--- src/rtl/dacfe_pkg.sv ---
package dacfe_pkg;
  typedef struct packed {
    logic loadIn;
    logic loadDac;
  } stageStrobes_t;
endpackage

--- src/rtl/dacfe_ctrl.sv ---
module dacfe_ctrl
  import dacfe_pkg::*;
(
  input  logic          clk,
  input  logic          rstN,
  input  logic          chipSelN,
  input  logic          latchEn,
  input  logic          wrOneN,
  input  logic          wrTwoN,
  input  logic          xferN,
  output stageStrobes_t strobes
);
  always_comb begin
    strobes.loadIn  = !chipSelN && !wrOneN && latchEn;
    strobes.loadDac = !wrTwoN && !xferN;
  end

  // a low latch enable blocks every input-stage load
  p_freeze_r5: assert property (@(posedge clk) disable iff (!rstN)
    !latchEn |-> !strobes.loadIn);
endmodule

--- src/rtl/dacfe_datapath.sv ---
module dacfe_datapath
  import dacfe_pkg::*;
#(
  parameter int DATA_W = 8
) (
  input  logic              clk,
  input  logic              rstN,
  input  stageStrobes_t     strobes,
  input  logic [DATA_W-1:0] dataIn,
  output logic [DATA_W-1:0] dacCode,
  output logic [DATA_W-1:0] dacCodeInv
);
  localparam logic [DATA_W-1:0] ZERO_CODE = '0;
  localparam int SUM_W = DATA_W + 1;
  localparam logic [SUM_W-1:0] FULL_SUM = SUM_W'((1 << DATA_W) - 1);

  logic [DATA_W-1:0] inReg;
  logic [DATA_W-1:0] inNext;

  // cascaded transparency: the converter stage sees what the input stage takes
  always_comb inNext = strobes.loadIn ? dataIn : inReg;

  always_ff @(posedge clk or negedge rstN) begin
    if (!rstN) begin
      inReg   <= ZERO_CODE;
      dacCode <= ZERO_CODE;
    end else begin
      inReg <= inNext;
      if (strobes.loadDac) dacCode <= inNext;
    end
  end

  always_comb dacCodeInv = ~dacCode;

  p_inhold_r2: assert property (@(posedge clk) disable iff (!rstN)
    !strobes.loadIn |=> $stable(inReg));
  p_dachold_r3: assert property (@(posedge clk) disable iff (!rstN)
    !strobes.loadDac |=> $stable(dacCode));
  p_xfer_r3: assert property (@(posedge clk) disable iff (!rstN)
    (strobes.loadDac && !strobes.loadIn) |=> (dacCode == $past(inReg)));
  p_flow_r4: assert property (@(posedge clk) disable iff (!rstN)
    (strobes.loadDac && strobes.loadIn) |=> (dacCode == $past(dataIn)));
  p_sum_r6: assert property (@(posedge clk) disable iff (!rstN)
    ({1'b0, dacCode} + {1'b0, dacCodeInv}) == FULL_SUM);
endmodule

--- src/rtl/dbuf_dac_front.sv ---
module dbuf_dac_front
  import dacfe_pkg::*;
#(
  parameter int DATA_W = 8
) (
  input  logic              clk,
  input  logic              rstN,
  input  logic              chipSelN,
  input  logic              latchEn,
  input  logic              wrOneN,
  input  logic              wrTwoN,
  input  logic              xferN,
  input  logic [DATA_W-1:0] dataIn,
  output logic [DATA_W-1:0] dacCode,
  output logic [DATA_W-1:0] dacCodeInv
);
  stageStrobes_t strobes;

  dacfe_ctrl uCtrl (
    .clk(clk), .rstN(rstN), .chipSelN(chipSelN), .latchEn(latchEn),
    .wrOneN(wrOneN), .wrTwoN(wrTwoN), .xferN(xferN), .strobes(strobes)
  );

  dacfe_datapath #(.DATA_W(DATA_W)) uPath (
    .clk(clk), .rstN(rstN), .strobes(strobes), .dataIn(dataIn),
    .dacCode(dacCode), .dacCodeInv(dacCodeInv)
  );

  // zero-scale code while reset is held
  always_comb begin
    if (!rstN) p_rst_r1: assert (dacCode == '0);
  end
endmodule

--- config.mk ---
export PLATFORM = sky130hd
export DESIGN_NAME = dbuf_dac_front
export DESIGN_NICKNAME = d
export VERILOG_FILES = /design/src/rtl/dacfe_pkg.sv /design/src/rtl/dacfe_ctrl.sv /design/src/rtl/dacfe_datapath.sv /design/src/rtl/dbuf_dac_front.sv
export SDC_FILE = /design/constraint.sdc
export NUM_CORES = 1
export LEC_CHECK = 0
export ABC_AREA = 1
export BUFFER_PORTS_ARGS = -buffer_cell sky130_fd_sc_hd__buf_2
export CAP_MARGIN = 40
export CORE_MARGIN = 3
export CORE_UTILIZATION = 45
export DETAILED_ROUTE_END_ITERATION = 16
export PLACE_DENSITY = 0.76
export SLEW_MARGIN = 20
export SYNTH_ARGS = -nofsm -noshare
export SYNTH_HDL_FRONTEND = slang
export SYNTH_SLANG_ARGS = --single-unit
--- constraint.sdc ---
create_clock -name clk -period 0.9 [get_ports clk]
set_input_delay 0.045 -clock clk [delete_from_list [all_inputs] [get_ports clk]]
set_output_delay 0.045 -clock clk [all_outputs]
set_load 0.1 [all_outputs]
==> flow_metrics.py <==
metrics = {
    "timing": {
        "finalHoldViolations": 0,
        "fin_ws_ps": -222,
        "clock_skew_ps": 2.43,
        "clock.fmax_mhz": 891,
        "slew_violations": 0,
        "slew_headroom_pct": 75.3,
        "fin_crit_sh_pct": 125,
        "layout_min_cycle_time_ps": 1120,
        "holdWs_ps": 90.2,
        "finalSetupViolations": 16,
        "fin_setup_tns_ps": -2780,
        "rsz0062_at_grt": "yes",
        "worstMarginPinSlew_ps": 371,
    },
    "route": {
        "wire_per_inst_um": 12.6,
        "drc": 0,
        "wirelength_um": 1820,
        "first_iter_violations": 8,
        "vias": 718,
        "via_per_inst": 4.99,
        "dr.pass1.iters": 4,
        "ant_nets": 0,
    },
    "setup_path": {
        "cp.required_ps": 850,
        "cp-start-kind": "flop",
        "path_max_fanout": 3,
        "critPathKind": "reg -> out",
        "end_kind": "output pin",
        "cp.arrival_ps": 1080,
    },
    "status": {
        "violations": "setup timing",
        "outcome": "finished, violations left",
    },
    "final_layout": {
        "stdcell_area_sq_um": 1260,
        "syn_to_final_growth_pct": 67.6,
        "antenna_cells": 0,
        "drive_gt1_share_pct": 41.4,
        "utilization_pct": 81.9,
        "fin_nets": 144,
    },
    "floorplan": {
        "dieWidth_um": 46.9,
        "fp.dieH_um": 46.9,
        "io_pins": 31,
        "std_cell_rows": 14,
        "core_sq_um": 1540,
        "die_area_sq_um": 2200,
        "initial_core_util_pct": 48.9,
    },
    "global_routing": {
        "grt_pass1_wl_um": 2850,
        "overflow": 0,
        "grt_pass1_vias": 681,
        "grt_max_degree": 17,
        "grt_usage_pct": 18.7,
        "antenna_found_initial": 0,
    },
    "placement": {
        "gp_congestion": 0.726,
        "dp_hpwl_um": 1350,
        "portBuffers": 30,
        "dpl_cell_area_sq_um": 1230,
        "dp_slack_ps": 65.7,
    },
    "clock_tree": {
        "cts.clk_slew.worst_paths_ps": 90,
        "postCtsSetupBuffers": 0,
        "cts_buffers": 3,
        "clock-sinks": 16,
        "clockBufferDepth": 2,
        "worstSkewPairLatency_ps": 290,
        "clock-root-buffer": "clkbuf_4",
        "cts_tree": "done",
        "cts_htree_levels": 1,
    },
    "synthesis": {
        "syn_area_per_cell_sq_um": 8.10,
        "yosysSeqAreaShare_pct": 53.2,
        "synthDistinctLibCells": 8,
        "syn_area_sq_um": 753,
        "yosys_warnings": 0,
        "synthesis.instances": 93,
        "ys_ff_latch": 16,
        "synth_nets": 108,
    },
    "power_and_ir_drop": {
        "irDropWorstVdd_uv": 1820,
        "power_density_nw_per_um2": 2540,
        "p_leak_nw": 0.629,
    },
    "hold_path": {
        "min_path_type": "in -> reg",
    },
    "flow_run": {
        "drv_cap": 0,
    },
}
## logic make-up after synthesis
logic type,after synthesis,share of synthesized area [%]
buffers and inverters,26,13.1
DFF,16,53.2
and+or+nand+nor,51,33.7
## worst max-delay path: stages (launching register included)
cell	delay, ps
dfrtp_4	520
clkinvlp_4	100
buf_12	160
## flip-flops by register name, indices dropped and copies added (netlist names)
register       flops
uPath.inReg        8
uPath.dacCode      8
## stage by stage
stage               total power, W  instances
CTS                        0.00321        144
detailed placement         0.00282        139
finish                     0.00321        144
floorplan                  0.00212         93
global route               0.00332        144
global placement           0.00278        139
## layout by cell type (no fill, tap or decap)
master         count
clkinvlp_4         8
nand2_4            1
clkbuf_1           1
buf_4              1
and2_1             8
nand2_1           24
buf_2             14
inv_1             17
nand3_1           16
buf_12            16
dfrtp_1            8
dfrtp_4            8
dlygate4sd3_1      1
clkbuf_4           3
nor2_4             2
## synth_stat cells, drive strengths merged
master / count / area, sq um
dfrtp: 16 / 400
inv: 25 / 93.8
nand3: 16 / 80.1
nor2: 2 / 22.5
nand2: 25 / 101
and2: 8 / 50.1
clkbuf: 1 / 5.00
## per-layer routing
| layer | vias to the layer above | track usage (%) | part of all wire, % |
|---|---|---|---|
| met4 | 0 | 8.29 | 1.7 |
| li1 | 341 | - | - |
| met2 | 27 | 33.9 | 55 |
| met1 | 345 | 21.2 | 38 |
| met5 | - | 0 | 0 |
| met3 | 5 | 3.45 | 5.3 |
## timing repair
action	4_1_cts	5_1_grt
gates resized for setup	0	0
setup endpoints to repair	16	16
gates cloned	0	0
pin swaps	0	0
hold buffers	1	0
endpoints found under the hold margin	16	0
## final timing paths
| check | startpoint | endpoint | slack (ps) | depth (start not counted) |
|---|---|---|---|---|
| max | uPath.dacCode[2] | dacCodeInv[2] | -220 | 2 |
| min | dataIn[0] | uPath.inReg[0] | 90 | 4 |
| max reg2reg | uPath.dacCode[2] | uPath.dacCode[2] | 130 | 2 |
| min reg2reg | uPath.inReg[6] | uPath.inReg[6] | 580 | 3 |
| max in group asynchronous | rstN | uPath.dacCode[3] | 380 | 2 |
| min in group asynchronous | rstN | uPath.dacCode[7] | 220 | 2 |
## layout make-up
cell class	count	area (sq um)
Multi-Input combinational cell	51	254
Clock buffer	4	26.3
Inverter	25	124
Timing Repair Buffer	32	408
Sequential cell	16	430
Fill cell	90	279
Tap cell	16	20.0
## power breakdown
part | switching, W | leakage, nW | internal (W)
registers | 0.000137 | 0.173 | 0.000877
logic | 0.00118 | 0.440 | 0.000611
clock network | 0.000233 | 0.0150 | 0.000172
Note: power is estimated with default switching activity, not from simulation.
